[config.mk]
export PLATFORM = sky130hd
export DESIGN_NAME = cpl_timeout_bank
export DESIGN_NICKNAME = d
export VERILOG_FILES = /design/src/rtl/cto_pkg.sv /design/src/rtl/cto_range_decode.sv /design/src/rtl/cto_tag_timer.sv /design/src/rtl/cto_expiry_arb.sv /design/src/rtl/cpl_timeout_bank.sv
export SDC_FILE = /design/constraint.sdc
export NUM_CORES = 1
export LEC_CHECK = 0
export BUFFER_PORTS_ARGS = -buffer_cell sky130_fd_sc_hd__buf_2
export CORE_MARGIN = 2
export CORE_UTILIZATION = 51
export DETAILED_ROUTE_END_ITERATION = 12
export GPL_TIMING_DRIVEN = 1
export PLACE_DENSITY = 0.69
export SLEW_MARGIN = 20
export SYNTH_ARGS = -nofsm -noshare
export SYNTH_HDL_FRONTEND = slang
export SYNTH_SLANG_ARGS = --single-unit
[constraint.sdc]
create_clock -name clk -period 2.8 [get_ports clk]
set_clock_uncertainty 0.05 [all_clocks]
set_input_delay 0.42 -clock clk [delete_from_list [all_inputs] [get_ports clk]]
set_output_delay 0.42 -clock clk [all_outputs]
set_load 0.05 [all_outputs]
[src/rtl/cto_pkg.sv]
package cto_pkg;
   localparam int unsigned SEL_W      = 4;
   localparam int unsigned NUM_BINS   = 4;
   localparam int unsigned DEFAULT_US = 1000;
   localparam int unsigned LONGEST_US = 32_000_000;

   // window length in microseconds for each programmable code, 0 when reserved
   function automatic int unsigned sel_us(input logic [SEL_W-1:0] sel);
      case (sel)
         4'd1:    return 80;
         4'd2:    return 5_000;
         4'd5:    return 32_000;
         4'd6:    return 128_000;
         4'd9:    return 512_000;
         4'd10:   return 2_000_000;
         4'd13:   return 8_000_000;
         4'd14:   return 32_000_000;
         default: return 0;
      endcase
   endfunction

   // {valid, bin index} of a selector code
   function automatic logic [2:0] bin_of(input logic [SEL_W-1:0] sel);
      case (sel)
         4'd1, 4'd2:   return 3'b100;
         4'd5, 4'd6:   return 3'b101;
         4'd9, 4'd10:  return 3'b110;
         4'd13, 4'd14: return 3'b111;
         default:      return 3'b000;
      endcase
   endfunction

   function automatic int unsigned to_ticks(input int unsigned us, input int unsigned tick_us);
      int unsigned t;
      t = us / tick_us;
      return (t == 0) ? 1 : t;
   endfunction
endpackage

[src/rtl/cto_range_decode.sv]
module cto_range_decode
   import cto_pkg::*;
#(
   parameter int unsigned TICK_US = 10,
   parameter logic [NUM_BINS-1:0] SUPPORT = 4'b0011,
   parameter int unsigned CNT_W = 22
) (
   input  logic [SEL_W-1:0] sel,
   output logic [CNT_W-1:0] limit
);
   localparam logic [CNT_W-1:0] DEF_LIM = CNT_W'(to_ticks(DEFAULT_US, TICK_US));

   generate
      if (SUPPORT == '0) begin : g_fixed
         logic unused_sel;
         assign unused_sel = ^sel;
         assign limit      = DEF_LIM;
      end else begin : g_prog
         logic [2:0] bin;
         always_comb begin
            bin = bin_of(sel);
            if (bin[2] && SUPPORT[bin[1:0]])
               limit = CNT_W'(to_ticks(sel_us(sel), TICK_US));
            else
               limit = DEF_LIM;
         end
      end
   endgenerate
endmodule

[src/rtl/cto_tag_timer.sv]
module cto_tag_timer #(
   parameter int unsigned CNT_W = 22
) (
   input  logic             clk,
   input  logic             rst_n,
   input  logic             start_i,
   input  logic             stop_i,
   input  logic             tick_i,
   input  logic [CNT_W-1:0] limit_i,
   output logic             active_o,
   output logic             due_o
);
   logic             act_q;
   logic [CNT_W-1:0] cnt_q;
   logic [CNT_W-1:0] lim_q;

   always_ff @(posedge clk or negedge rst_n) begin
      if (!rst_n) begin
         act_q <= 1'b0;
         cnt_q <= '0;
         lim_q <= '0;
      end else if (start_i) begin
         act_q <= 1'b1;
         cnt_q <= '0;
         lim_q <= limit_i;
      end else if (stop_i) begin
         act_q <= 1'b0;
      end else if (act_q && tick_i && (cnt_q != lim_q)) begin
         cnt_q <= cnt_q + 1'b1;
      end
   end

   assign active_o = act_q;
   assign due_o    = act_q && (cnt_q == lim_q);
endmodule

[src/rtl/cto_expiry_arb.sv]
module cto_expiry_arb #(
   parameter int unsigned N     = 8,
   parameter int unsigned IDX_W = 3
) (
   input  logic [N-1:0]     req_i,
   output logic             any_o,
   output logic [IDX_W-1:0] idx_o,
   output logic [N-1:0]     grant_o
);
   always_comb begin
      any_o   = 1'b0;
      idx_o   = '0;
      grant_o = '0;
      for (int i = 0; i < N; i++) begin
         if (req_i[i] && !any_o) begin
            any_o      = 1'b1;
            idx_o      = IDX_W'(i);
            grant_o[i] = 1'b1;
         end
      end
   end
endmodule

[src/rtl/cpl_timeout_bank.sv]
module cpl_timeout_bank
   import cto_pkg::*;
#(
   parameter int unsigned NUM_TAGS = 8,
   parameter int unsigned TAG_W    = $clog2(NUM_TAGS),
   parameter int unsigned TICK_US  = 10,
   parameter logic [NUM_BINS-1:0] SUPPORT = 4'b0011
) (
   input  logic             clk,
   input  logic             rst_n,
   input  logic             tick,
   input  logic             req_valid,
   input  logic [TAG_W-1:0] req_tag,
   input  logic             cpl_valid,
   input  logic [TAG_W-1:0] cpl_tag,
   input  logic [SEL_W-1:0] cfg_range,
   input  logic             cfg_disable,
   output logic [NUM_BINS-1:0] cap_ranges,
   output logic             to_valid,
   output logic [TAG_W-1:0] to_tag,
   output logic             unexp_cpl
);
   localparam int unsigned MAX_TICKS = to_ticks(LONGEST_US, TICK_US);
   localparam int unsigned CNT_W     = $clog2(MAX_TICKS + 1);

   generate
      if (NUM_TAGS < 2) begin : g_bad_tags
         $error("NUM_TAGS must be at least 2");
      end
      if (TAG_W != $clog2(NUM_TAGS)) begin : g_bad_tagw
         $error("TAG_W must equal clog2(NUM_TAGS)");
      end
      if (TICK_US == 0 || TICK_US > 40) begin : g_bad_tick
         $error("TICK_US must lie in 1..40 so the shortest window spans two ticks");
      end
   endgenerate

   logic [CNT_W-1:0]    new_limit;
   logic [NUM_TAGS-1:0] start_v, hit_v, active_v, due_v, elig_v, grant_v;
   logic                tick_run;
   logic                exp_any;
   logic [TAG_W-1:0]    exp_idx;
   logic                to_valid_q, unexp_q;
   logic [TAG_W-1:0]    to_tag_q;

   assign tick_run   = tick && !cfg_disable;
   assign cap_ranges = SUPPORT;

   cto_range_decode #(
      .TICK_US (TICK_US),
      .SUPPORT (SUPPORT),
      .CNT_W   (CNT_W)
   ) u_dec (
      .sel   (cfg_range),
      .limit (new_limit)
   );

   generate
      for (genvar g = 0; g < NUM_TAGS; g++) begin : g_tag
         assign start_v[g] = req_valid && (req_tag == TAG_W'(g));
         assign hit_v[g]   = cpl_valid && (cpl_tag == TAG_W'(g));

         cto_tag_timer #(
            .CNT_W (CNT_W)
         ) u_tmr (
            .clk      (clk),
            .rst_n    (rst_n),
            .start_i  (start_v[g]),
            .stop_i   (hit_v[g] | grant_v[g]),
            .tick_i   (tick_run),
            .limit_i  (new_limit),
            .active_o (active_v[g]),
            .due_o    (due_v[g])
         );
      end
   endgenerate

   // due tags compete unless a completion or a fresh issue claims them this cycle
   assign elig_v = due_v & ~hit_v & ~start_v & {NUM_TAGS{~cfg_disable}};

   cto_expiry_arb #(
      .N     (NUM_TAGS),
      .IDX_W (TAG_W)
   ) u_arb (
      .req_i   (elig_v),
      .any_o   (exp_any),
      .idx_o   (exp_idx),
      .grant_o (grant_v)
   );

   always_ff @(posedge clk or negedge rst_n) begin
      if (!rst_n) begin
         to_valid_q <= 1'b0;
         to_tag_q   <= '0;
         unexp_q    <= 1'b0;
      end else begin
         to_valid_q <= exp_any;
         to_tag_q   <= exp_any ? exp_idx : to_tag_q;
         unexp_q    <= cpl_valid && ~|(hit_v & active_v);
      end
   end

   assign to_valid  = to_valid_q;
   assign to_tag    = to_tag_q;
   assign unexp_cpl = unexp_q;
endmodule

* Word-level counts from Yosys, hierarchy flattened
Memory sizes are Yosys's and may differ from the RTL's.
Cells that the tools add are included.
** Storage, ports and cells
- Register bits after elaboration :: 365
- Memories :: 2
- Output and inout bits :: 9
- Input port bits :: 16
- Logic and storage cells :: 246
- ROM bits :: 384
** Cells by class
- Mux-type cells :: 67
- Div/mod/pow operators :: 1
- Equal/unequal tests :: 38
- $lt $le $gt $ge :: 1
- Reductions and logical operators :: 87
- Add/sub/neg operators :: 8
- Bitwise gates (word level) :: 15
** Memory list
- (no name shown) :: words 16, bits a word 21, rd ports 1, clocked after memory_dff 0, write ports 0, line cto_pkg.sv:9 : case (sel)
- (no name shown) :: words 16, bits a word 3, rd ports 1, clocked after memory_dff 0, write ports 0, line cto_pkg.sv:24 : case (sel)
** Operator list (number)
- 22-bit 2-to-1 mux :: 26
- 22-bit by 1-bit adder with 22-bit output (second input constant) :: 8
- 22-bit == test :: 8
- 22-bit inequality test :: 8
- 1-bit logical AND :: 50
- 1-bit 2-to-1 mux :: 33
- 8-bit bitwise AND :: 4
- 32-bit by 4-bit divider with 32-bit output (second input constant) :: 1
- 32-bit logical NOT :: 1
- 32-bit 2-to-1 mux :: 1
- 2-bit nonzero test :: 16
- 3-bit == test (second input constant) :: 8
- 2-bit by 1-bit inequality test with 1-bit output (second input constant) :: 8
- 8-bit inverter :: 2
- 2-bit AND reduction :: 8
- 3-bit by 2-bit == test with 1-bit output (second input constant) :: 4
- 3-bit 2-to-1 mux :: 4
- 1-bit logical NOT :: 9
- 1-bit OR :: 8
- 8-bit OR reduction :: 1
- 3-bit by 1-bit == test with 1-bit output (second input constant) :: 2
- 3-bit logical NOT :: 2
- 2-bit 2-to-1 mux :: 2
- 2-bit by 3-bit less-than comparator with 1-bit output (second input constant) :: 1
- 2 further kinds :: 2

* Logic depth before layout (Yosys ltp)
Gate-level depths: netlist of the first run.
- Word-level depth :: 31
- Gate-level depth with buffers :: 47
- Mapped depth without buffers :: 41

* Hierarchy
A second synthesis of the first run with hierarchy kept.
** Unflattened totals
- Cells, all modules :: 2516
- Area, all modules :: 24507.3 um2
** Modules (own cells, without submodules)
- cto_tag_timer :: area an instance 2412.3 um2, instances 8, cells each 217, seq. area each 1126.1 um2
- cto_range_decode :: area an instance 4493.1 um2, instances 1, cells each 686, seq. area each 0.0 um2
- cpl_timeout_bank :: area an instance 565.5 um2, instances 1, cells each 72, seq. area each 125.1 um2
- cto_expiry_arb :: area an instance 150.1 um2, instances 1, cells each 22, seq. area each 0.0 um2

* Worst setup path before layout of the first run
No wires, ideal clock.
- Kind :: in2reg
- From :: input cfg_range[0]
- To :: register g_tag[0].u_tmr.lim_q[0]
- Data arrival time :: 10.173 ns
- Path buffers :: 4
- Cell stages on the path :: 42
- Required time :: 2.593 ns
- Library setup time :: 0.157 ns
- Path slack :: -7.580 ns
- Path through :: inv_1 > ha_1 > buf_4 > nor3_1 > nor2_1 > a41oi_1 > ha_1 > and2b_1 > o211a_2 > a211o_1 > and4b_1 > nor2_4 > nand3_4 > o32a_1 > a311oi_2 > nand4_2 > o22a_2 > o41ai_2 > [... 6 more ...] > mux2i_1 > nand4_1 > a221o_1 > nor4b_2 > a311oi_2 > a211oi_1 > buf_2 > nand2_1 > and3_1 > nor4b_4 > nand3_1 > a21oi_1 > xnor2_1 > ha_1 > xnor3_1 > a221o_1 > a211oi_4 > a31oi_1
** Between the ends
- Cells in the longest elaborated chain, start to end :: 6
- Elaborated cells on any way between the ends :: 10
- Those cells by class :: 1 x div; 5 x mux; 2 x reduce/logical; 2 x memory
** Ends and longest elaborated chain
- start, declared :: line cpl_timeout_bank.sv:16 : input logic [SEL_W-1:0] cfg_range,
- memory 16 x 21 bit
- 32-bit 2-to-1 mux :: line cto_range_decode.sv:22 : if (bin[2] && SUPPORT[bin[1:0]])
- 32-bit by 4-bit divider with 32-bit output :: line cto_pkg.sv:35 : t = us / tick_us;
- 32-bit logical NOT :: line cto_pkg.sv:36 : return (t == 0) ? 1 : t;
- 22-bit 2-to-1 mux :: line cto_pkg.sv:36
- 22-bit 2-to-1 mux (*) :: line cto_range_decode.sv:22
- end signal, assigned :: line cto_tag_timer.sv:25 : lim_q <= limit_i;
- end, declared :: line cto_tag_timer.sv:15 : logic [CNT_W-1:0] lim_q;
Every way passes the cells marked *; elsewhere a longest branch is shown, timed or not. The select of a mux whose other input is x is not followed.
A chain may end at the register's enable or synchronous reset.

* Worst setup path in the final report of the first run
Ends and elaborated chain as after synthesis.

==> impl_metrics.env, run 1 <==
export IMPL_finalCritPeriodShare=3.35
export IMPL_totalWireLength_um=62100
export IMPL_run_status="complete, but fails checks"
export IMPL_worst_setup_path_type="input pin to flip-flop"
export IMPL_crit_path_max_incr_delay_ns=0.44
export IMPL_final_max_slew_violation_count=0
export IMPL_timing_worst_slew_pin_value_ns=0.637
export IMPL_dpl_worst_slack_ns=-7.26
export IMPL_grtUsageTotal=0.294
export IMPL_floorplan_core_area_um2=39900
export IMPL_hold_ws_ns=0.115
export IMPL_worst_ir_drop_vdd_v=0.000874
export IMPL_power_density_nw_per_um2=1030
export IMPL_worst_setup_path_end_kind="flip-flop"
export IMPL_timing_max_cap_violations=0
export IMPL_post_synth_xor_area_fraction=0.142
export IMPL_timing_setup_tns_ns=-879.00
export IMPL_timing_critical_path_required_ns=3.18
export IMPL_synthSimpleGateAreaFrac=0.220
export IMPL_synth_top_family_by_area="simple AND/OR/NAND/NOR gates"
export IMPL_critical_path_arrival_ns=9.76
export IMPL_wl_per_cell_um=18.9
export IMPL_cts_root_buffer="sky130_fd_sc_hd__clkbuf_16"
export IMPL_most_used_standard_cells_in_the_synthesized_netlist="365 x sky130_fd_sc_hd__dfrtp_1, 329 x sky130_fd_sc_hd__nand2_1, 234 x sky130_fd_sc_hd__nor2_1, 232 x sky130_fd_sc_hd__o21ai_0, 201 x sky130_fd_sc_hd__xnor2_1"
export IMPL_drt_first_iter_violations=1639
export IMPL_worst_path_max_delay_cell="sky130_fd_sc_hd__a211oi_4"
export IMPL_p_leak_uw=0.0126
export IMPL_floorplan_die_width_um=206
export IMPL_grt_pass1_vias=18705
export IMPL_n_antenna_cell=0
export IMPL_cell_types_occupying_the_most_area_after_synthesis="sky130_fd_sc_hd__dfrtp_1 44%, sky130_fd_sc_hd__xnor2_1 8.5%, sky130_fd_sc_hd__nand2_1 6.0%, sky130_fd_sc_hd__o21ai_0 5.6%, sky130_fd_sc_hd__xor2_1 5.5%"
export IMPL_grt_antenna_before_repair=0
export IMPL_synth_main_ff_cell="sky130_fd_sc_hd__dfrtp_1"
export IMPL_number_of_flip_flops_and_latches_in_the_synthesized_netlist=365
export IMPL_share_of_yosys_cell_area_claimed_by_the_top_area_cell_type=0.441
export IMPL_final_util=0.706
export IMPL_finalHoldViolCount=0
export IMPL_setup_viol=153
export IMPL_synth_yosys_seq_area_share=0.441
export IMPL_hpwl_um=42100
export IMPL_yosys_cell_types_count=110
export IMPL_yosys_cell_count_top_type="sky130_fd_sc_hd__dfrtp_1"
export IMPL_setup_ws_ns=-6.58
export IMPL_slew_limit_headroom=0.571
export IMPL_synth_adder_area_share=0.0108
export IMPL_detailroute_via_count=18883
export IMPL_io_buffer_count=20
export IMPL_num_fill_cells=2892
export IMPL_first_pass_grt_wire_length_um=98300
export IMPL_synth_edff_count=0
export IMPL_violations="negative setup slack"
export IMPL_synthCells=2288
export IMPL_final_cell_area_um2=28200
export IMPL_share_of_cells_above_drive_strength_1=0.333
export IMPL_layout_area_overhead_vs_synth_pct=36.0
export IMPL_htree_levels=2
export IMPL_critical_path_max_fanout=8
export IMPL_synth_compound_gate_area_share=0.145
export IMPL_detail_route_drc_violations=0
export IMPL_clk_latency_ns=0.57
export IMPL_ys_warnings_count=0
export IMPL_synthMuxAreaShare=0.0154
export IMPL_clock_sinks=365
export IMPL_grt_remaining_overflow=0
export IMPL_place_congestion=0.942
export IMPL_cts_made_buffers=40
export IMPL_rows=73
export IMPL_clkTransAtPathRegs_ns=0.06
export IMPL_avgViaCountPerCell=5.75
export IMPL_grt_max_degree=108
export IMPL_initial_utilization=0.519
export IMPL_final_min_clock_period_ns=9.38
export IMPL_final_net_count=2764
export IMPL_syn_avg_cell_area_um2=9.05
export IMPL_design_die_area_um2=42200
export IMPL_post_synth_top_area_cell="sky130_fd_sc_hd__dfrtp_1"
export IMPL_multiInputGateArea_um2=12900
export IMPL_io_pin_count=25
export IMPL_synth_async_reset_ratio=1.00
export IMPL_max_freq_mhz=107
export IMPL_cts_tree="yes"
export IMPL_clk_path_buf_depth=3
export IMPL_detail_route_antenna_nets=0
export IMPL_fp_dieH_um=206
export IMPL_worstHoldPathType="input pin to flip-flop"
export IMPL_grt_setup_unrepaired="yes"
export IMPL_drt_first_pass_iters=5
export IMPL_seq_area_um2=9150
export IMPL_placed_cell_area_um2=24400
export IMPL_syn_cell_area_um2=20700
export IMPL_critical_path_startpoint_type="input pin"
## placed cells by master (no fill, tap or decap), types with 32 or more instances in the layout
cell,count
sky130_fd_sc_hd__clkbuf_16,40
sky130_fd_sc_hd__o21ai_0,87
sky130_fd_sc_hd__dfrtp_1,356
sky130_fd_sc_hd__buf_6,32
sky130_fd_sc_hd__nor2_1,217
sky130_fd_sc_hd__xor2_1,130
sky130_fd_sc_hd__nand3_1,59
sky130_fd_sc_hd__o21ai_2,115
sky130_fd_sc_hd__xnor2_1,181
sky130_fd_sc_hd__and3_1,33
sky130_fd_sc_hd__o21ai_1,41
sky130_fd_sc_hd__buf_4,414
sky130_fd_sc_hd__a21oi_1,55
sky130_fd_sc_hd__nand4_1,78
sky130_fd_sc_hd__nand2_1,312
## where the power goes
group	internal, uW	switching, uW
combinational	8460	8370
sequential	6140	775
clock	2990	2180
## metrics by stage
stage	total power, uW	instances
finish	28900	3285
detailed placement	20000	3123
CTS	27300	3238
floorplan	14500	2290
global route	30400	3285
global placement	19900	3123
## final timing paths
check	slack, ns	to	startpoint	cells past startpoint
max	-6.58	g_tag[0].u_tmr.lim_q[0]	cfg_range[0]	45
min	0.12	unexp_cpl	cpl_valid	2
max reg2reg	-0.05	g_tag[7].u_tmr.cnt_q[20]	g_tag[7].u_tmr.lim_q[0]	14
min reg2reg	0.45	g_tag[6].u_tmr.lim_q[14]	g_tag[6].u_tmr.lim_q[14]	2
max in group asynchronous	1.43	g_tag[2].u_tmr.cnt_q[17]	rst_n	3
min in group asynchronous	0.31	g_tag[7].u_tmr.lim_q[15]	rst_n	2
## state kept, by name, summed over array words and instances (netlist names)
register,cells
unexp_cpl,1
to_tag,3
g_tag.u_tmr.cnt_q,176
to_valid,1
g_tag.u_tmr.active_o,8
g_tag.u_tmr.lim_q,176
## kinds of logic after synthesis
logic type	Yosys count
AO/OA/AOI/OAI	467
XOR/XNOR	333
adder cells (fa/ha/maj)	18
buffers and inverters	124
flip-flops	365
multiplexers	28
other	2
AND/OR/NAND/NOR	951
## worst max-delay path: cells and delay by family
family          cells  cell delay [ns]
compound gates     16             4.38
simple gates       13             2.50
buf+inv            11             1.17
fa+ha+maj           3             0.65
xor+xnor            1             0.38
mux                 1             0.22
## area by class of cell
| type | instances | area share |
|---|---|---|
| clock buffers | 54 | 0.0381 |
| clock inverters | 17 | 0.00702 |
| inverters | 29 | 0.00458 |
| well taps | 525 | 0.0233 |
| multi-input cells | 1802 | 0.456 |
| flip-flops and latches | 365 | 0.325 |
| repair buffers | 493 | 0.146 |
## routing by layer
metal | GRT usage | wire length, um | part of all wire | vias to the layer above
met5 | 0 | 0 | 0 | -
met4 | 0.107 | 2220 | 0.036 | 0
met3 | 0.0409 | 2750 | 0.044 | 138
met2 | 0.498 | 30400 | 0.49 | 495
met1 | 0.385 | 26700 | 0.43 | 9308
li1 | - | - | - | 8942
## repair_timing
action | 4_1_cts | 5_1_grt
pin swaps | 77 | 100
hold buffers | 1 | 0
cloned | 1 | 0
buffers inserted | 45 | 49
endpoints found under the setup margin | 164 | 203
gates resized for setup | 355 | 163
endpoints found under the hold margin | 42 | 0
Power figures use the tool's default switching activity.
==> run 2: changes to the inputs <==
- CORE_ASPECT_RATIO: unset -> 1.2
==> run 2 against run 1 <==
Core utilization decreased by 0.19 points. Largest power group unchanged. The run still ends with negative setup slack left. Maximum frequency decreased by 1.3%. Non-clock buffer count increased by 10. Design area decreased by 0.21%. Sequential cell count unchanged.
==> impl_metrics.env, run 2 (synthesized netlist as in run 1, its figures left out) <==
export IMPL_run_status="complete, but fails checks"
export IMPL_violations="negative setup slack"
export IMPL_crit_path_max_incr_delay_ns=0.44
export IMPL_fp_dieH_um=225
export IMPL_worst_path_max_delay_cell="sky130_fd_sc_hd__o32a_1"
export IMPL_design_die_area_um2=42300
export IMPL_grt_remaining_overflow=0
export IMPL_clk_path_buf_depth=3
export IMPL_grt_pass1_vias=19348
export IMPL_drt_first_iter_violations=1258
export IMPL_max_freq_mhz=105
export IMPL_setup_viol=152
export IMPL_critical_path_startpoint_type="input pin"
export IMPL_worst_setup_path_end_kind="flip-flop"
export IMPL_clkTransAtPathRegs_ns=0.06
export IMPL_cts_tree="yes"
export IMPL_ff2ff_setup_slack_ns=0.01
export IMPL_io_buffer_count=20
export IMPL_hpwl_um=42900
export IMPL_slew_limit_headroom=0.450
export IMPL_place_congestion=0.919
export IMPL_floorplan_core_area_um2=39900
export IMPL_share_of_cells_above_drive_strength_1=0.331
export IMPL_worst_ir_drop_vdd_v=0.000767
export IMPL_wl_per_cell_um=19.1
export IMPL_grt_max_degree=79
export IMPL_cts_root_buffer="sky130_fd_sc_hd__clkbuf_16"
export IMPL_final_cell_mix="435 x sky130_fd_sc_hd__buf_4, 354 x sky130_fd_sc_hd__dfrtp_1, 309 x sky130_fd_sc_hd__nand2_1"
export IMPL_finalHoldViolCount=0
export IMPL_drt_first_pass_iters=5
export IMPL_critical_path_arrival_ns=9.86
export IMPL_critical_path_max_fanout=6
export IMPL_detail_route_antenna_nets=0
export IMPL_layoutNonFillerInstCount=3296
export IMPL_timing_critical_path_required_ns=3.16
export IMPL_gr_max_usage_layer="met2"
export IMPL_groute_layer_met3_usage=0.0396
export IMPL_io_pin_count=25
export IMPL_timing_worst_slew_pin_value_ns=0.816
export IMPL_dp_cells=3153
export IMPL_floorplan_die_width_um=188
export IMPL_p_leak_uw=0.0125
export IMPL_first_pass_grt_wire_length_um=100000
export IMPL_final_min_clock_period_ns=9.50
export IMPL_clk_latency_ns=0.53
export IMPL_cts_made_buffers=36
export IMPL_detailroute_via_count=19032
export IMPL_layout_cells_most_common="sky130_fd_sc_hd__buf_4"
export IMPL_grt_antenna_before_repair=0
export IMPL_setup_ws_ns=-6.70
export IMPL_finalCritPeriodShare=3.39
export IMPL_initial_utilization=0.519
export IMPL_detail_route_drc_violations=0
export IMPL_met1_usage_in_global_routing=0.359
export IMPL_globalRouteMet2Util=0.512
export IMPL_rows=80
export IMPL_final_max_slew_violation_count=0
export IMPL_power_density_nw_per_um2=1040
export IMPL_n_antenna_cell=0
export IMPL_layout_area_overhead_vs_synth_pct=35.7
export IMPL_avgViaCountPerCell=5.77
export IMPL_final_net_count=2770
export IMPL_htree_levels=2
export IMPL_worst_setup_path_type="input pin to flip-flop"
export IMPL_final_util=0.704
export IMPL_clock_sinks=365
export IMPL_worstHoldPathType="input pin to flip-flop"
export IMPL_totalWireLength_um=62900
export IMPL_timing_max_cap_violations=0
export IMPL_timing_critical_path_mode_cell="sky130_fd_sc_hd__buf_6"
export IMPL_grt_setup_unrepaired="yes"
export IMPL_grtUsageTotal=0.295
run 2: changes by cell type in the layout (fill, tap and decap cells not counted), sizes merged:
cell	change
clkinv	+1
bufinv	+2
buf	+11
clkinvlp	-5
clkbuf	-6
run 2: worst paths after layout:
| path | from | endpoint | cells after the start |
|---|---|---|---|
| max in group asynchronous | rst_n | g_tag[1].u_tmr.cnt_q[13] | 3 |
| min in group asynchronous | rst_n | g_tag[3].u_tmr.cnt_q[3] | 2 |
| max | cfg_range[0] | g_tag[2].u_tmr.lim_q[1] | 46 |
| min reg2reg | g_tag[5].u_tmr.lim_q[18] | g_tag[5].u_tmr.lim_q[18] | 2 |
| max reg2reg | g_tag[1].u_tmr.cnt_q[1] | to_tag[0] | 11 |
| min | cpl_valid | unexp_cpl | 2 |
run 2: power breakdown:
group | total, uW | switching (uW) | internal, uW
Clock | 5080 | 2080 | 3000
Sequential | 6900 | 758 | 6140
Combinational | 17400 | 8650 | 8710
run 2: layout make-up:
type / count / area [um^2]
flip-flops and latches: 365 / 9150
clock inverters: 15 / 218
well taps: 533 / 667
inverters: 29 / 124
repair buffers: 503 / 4100
clock buffers: 49 / 1010
fillers: 2876 / 11800
multi-input cells: 1802 / 12800
run 2: per-stage QoR:
stage / setup slack [ns] / hold WS, ns / setup TNS (ns) / cell area, um^2 / power, uW
final: -6.70 / 0.0891 / -877.61 / 28100 / 29300
after global routing: -7.12 / 0.0982 / -933.34 / 28100 / 30800
after CTS: -6.52 / 0.0742 / -840.45 / 27100 / 27700
after detailed placement: -7.32 / 0.369 / -993.26 / 24600 / 20400
after global placement: -7.04 / 0.360 / -956.43 / 24600 / 20100
after floorplan: -6.70 / 0.0744 / -852.62 / 21000 / 14500
run 2: layer usage:
| layer | wire [um] | vias to the layer above |
|---|---|---|
| li1 | - | 8930 |
| met3 | 2850 | 206 |
| met2 | 31200 | 500 |
| met5 | 0 | - |
| met1 | 25400 | 9396 |
| met4 | 3530 | 0 |
run 2: critical path, delay by kind of cell:
| kind | cells | cell delay [ns] |
|---|---|---|
| compound gates | 18 | 4.48 |
| buf+inv | 12 | 1.59 |
| mux | 2 | 0.53 |
| xor+xnor | 2 | 0.63 |
| fa+ha+maj | 2 | 0.47 |
| simple gates | 10 | 1.73 |
run 2: repair_timing:
action	4_1_cts	5_1_grt
pin swaps	67	114
hold buffers	1	0
gates cloned	1	0
hold endpoints to repair	59	0
setup buffers	43	40
setup endpoints to repair	183	209
gates resized for setup	308	159
==> run 3: changes to the inputs <==
- GPL_TIMING_DRIVEN: 1 -> unset
- PLACE_DENSITY: 0.69 -> 0.78
- TNS_END_PERCENT: unset -> 1
==> run 3 against run 2 <==
The flow still finishes with violations (negative setup slack). Final cell count shrank 2.4%. Global-route usage shrank 0.83 points. Sequential cell count is the same. Critical path depth grew 4. Non-clock buffer count shrank 73. Total power shrank 6.3%. Maximum frequency shrank 1.4%. Design area shrank 4.7%. Combinational power shrank 9%. Register-to-register slack lost 0.10 ns. Sequential share of layout area grew 1.6 points. Worst setup slack lost 0.14 ns.
==> impl_metrics.env, run 3 (synthesized netlist as in run 1, its figures left out) <==
export IMPL_cp_endpoint="g_tag[4].u_tmr.lim_q[1]"
export IMPL_reg2reg_launch_point="g_tag[1].u_tmr.cnt_q[1]"
export IMPL_critical_path_max_fanout=8
export IMPL_worst_path_max_delay_cell="sky130_fd_sc_hd__o31ai_4"
export IMPL_placed_cell_area_um2=24000
export IMPL_num_fill_cells=2865
export IMPL_timing_max_cap_violations=0
export IMPL_power_switching_share=0.397
export IMPL_dp_cells=3117
export IMPL_io_buffer_count=20
export IMPL_final_min_clock_period_ns=9.64
export IMPL_layout_area_overhead_vs_synth_pct=29.3
export IMPL_drt_first_iter_violations=1728
export IMPL_htree_levels=2
export IMPL_timing_critical_path_mode_cell="sky130_fd_sc_hd__buf_6"
export IMPL_totalWireLength_um=61300
export IMPL_ff2ff_setup_slack_ns=-0.09
export IMPL_worst_r2r_path_depth=12
export IMPL_critical_path_arrival_ns=9.98
export IMPL_power_clock_fraction=0.175
export IMPL_avgViaCountPerCell=5.88
export IMPL_grt_pass1_vias=19246
export IMPL_final_cell_area_um2=26800
export IMPL_drt_first_pass_iters=6
export IMPL_grt_setup_unrepaired="yes"
export IMPL_design_die_area_um2=42300
export IMPL_share_comb_of_total_power=0.574
export IMPL_crit_reg2reg_capture="g_tag[1].u_tmr.cnt_q[21]"
export IMPL_finalPower_uw=27500
export IMPL_dpl_worst_slack_ns=-7.81
export IMPL_detailroute_via_count=18899
export IMPL_finalHoldViolCount=0
export IMPL_slew_limit_headroom=0.529
export IMPL_timing_critical_path_required_ns=3.14
export IMPL_intPower_uw=16600
export IMPL_wl_per_cell_um=19.1
export IMPL_detail_route_antenna_nets=0
export IMPL_n_antenna_cell=0
export IMPL_crit_start="cfg_range[0]"
export IMPL_power_sequential_fraction=0.251
export IMPL_layout_cells_most_common="sky130_fd_sc_hd__buf_4"
export IMPL_clk_latency_ns=0.54
export IMPL_final_cell_mix="370 x sky130_fd_sc_hd__buf_4, 364 x sky130_fd_sc_hd__dfrtp_1, 312 x sky130_fd_sc_hd__nand2_1"
export IMPL_worst_ir_drop_vdd_v=0.000859
export IMPL_worst_setup_path_type="input pin to flip-flop"
export IMPL_p_leak_uw=0.0119
export IMPL_grtUsageTotal=0.287
export IMPL_finalCritPeriodShare=3.44
export IMPL_p_sw_uw=10900
export IMPL_max_freq_mhz=104
export IMPL_grt_remaining_overflow=0
export IMPL_setup_ws_ns=-6.84
export IMPL_clkTransAtPathRegs_ns=0.06
export IMPL_run_status="complete, but fails checks"
export IMPL_final_net_count=2694
export IMPL_initial_utilization=0.519
export IMPL_clock_sinks=365
export IMPL_cts_made_buffers=34
export IMPL_final_max_slew_violation_count=0
export IMPL_fp_dieH_um=225
export IMPL_worst_hold_path_num_cells=2
export IMPL_floorplan_core_area_um2=39900
export IMPL_clk_path_buf_depth=3
export IMPL_power_density_nw_per_um2=1030
export IMPL_share_of_cells_above_drive_strength_1=0.270
export IMPL_hpwl_um=42000
export IMPL_violations="negative setup slack"
export IMPL_worst_setup_path_end_kind="flip-flop"
export IMPL_floorplan_die_width_um=188
export IMPL_detail_route_drc_violations=0
export IMPL_crit_path_max_incr_delay_ns=0.46
export IMPL_first_pass_grt_wire_length_um=98000
export IMPL_timing_worst_slew_pin_value_ns=0.699
export IMPL_layoutNonFillerInstCount=3216
export IMPL_grt_antenna_before_repair=1
export IMPL_place_congestion=0.970
export IMPL_critical_path_startpoint_type="input pin"
export IMPL_io_pin_count=25
export IMPL_rows=80
export IMPL_worstHoldPathType="input pin to flip-flop"
export IMPL_cts_tree="yes"
export IMPL_setup_viol=157
export IMPL_cts_root_buffer="sky130_fd_sc_hd__clkbuf_16"
export IMPL_grt_max_degree=69
## run 3: changes by cell type in the layout (fill, tap and decap cells not counted), moves of 5 or more
cell and change:
sky130_fd_sc_hd__buf_4 -65, sky130_fd_sc_hd__dfrtp_1 +10, sky130_fd_sc_hd__buf_12 -7, sky130_fd_sc_hd__xnor2_2 -8
sky130_fd_sc_hd__dfrtp_2 -10, sky130_fd_sc_hd__nor2_1 +5, sky130_fd_sc_hd__o21ai_1 +27, sky130_fd_sc_hd__xnor2_1 +10
sky130_fd_sc_hd__o21ai_0 +55, sky130_fd_sc_hd__o21ai_2 -81
## run 3: power groups by stage
stage / logic (uW) / clock network (uW) / registers (uW)
after global placement: 12200 / 0 / 6900
after CTS: 14000 / 4840 / 6890
after detailed placement: 12400 / 0 / 6960
after floorplan: 7200 / 0 / 6850
after global routing: 16700 / 5050 / 7010
final: 15800 / 4810 / 6910
## run 3: cell type report
class / instances / area (um^2) / share of cell area
clock buffer: 46 / 967 / 0.0361
timing repair buffer: 430 / 3470 / 0.130
inverter: 29 / 115 / 0.00430
tap: 533 / 667 / 0.0249
clock inverter: 12 / 166 / 0.00621
sequential: 365 / 9140 / 0.341
multi-input combinational: 1801 / 12300 / 0.458
## run 3: how the worst min path moves through the flow
stage	from	to	slack, ns
2_1_floorplan	rst_n	g_tag[0].u_tmr.active_o	0.07
3_3_place_gp	rst_n	g_tag[3].u_tmr.cnt_q[10]	0.37
3_5_place_dp	rst_n	g_tag[3].u_tmr.cnt_q[10]	0.36
4_1_cts	cpl_valid	unexp_cpl	0.1
5_1_grt	cpl_valid	unexp_cpl	0.11
6_report	cpl_valid	unexp_cpl	0.11
## run 3: critical path: cells and delay by family
family | cells | cell delay [ns]
fa+ha+maj | 3 | 0.52
buf+inv | 14 | 1.64
compound gates | 21 | 4.67
simple gates | 9 | 1.82
mux | 2 | 0.48
xor+xnor | 1 | 0.40
## run 3: metrics by stage
step | utilization | TNS (ns) | hold WS (ns)
global route | 0.670 | -930.77 | 0.107
CTS | 0.648 | -879.61 | 0.0988
global placement | 0.600 | -1007.14 | 0.368
finish | 0.670 | -884.00 | 0.109
floorplan | - | -913.86 | 0.0744
detailed placement | 0.600 | -1044.34 | 0.362
## run 3: timing repair
action	4_1_cts	5_1_grt
gates resized for setup	146	212
hold buffers	1	0
pin swaps	50	60
cloned	0	0
hold endpoints to repair	59	0
endpoints found under the setup margin	182	213
setup buffers	23	17
## run 3: per-layer routing
| layer | vias up | part of all wire | track usage |
|---|---|---|---|
| met5 | - | 0.00026 | 0 |
| met4 | 2 | 0.049 | 0.148 |
| met3 | 204 | 0.054 | 0.0381 |
| met2 | 675 | 0.51 | 0.510 |
| met1 | 9256 | 0.38 | 0.339 |
| li1 | 8762 | - | - |
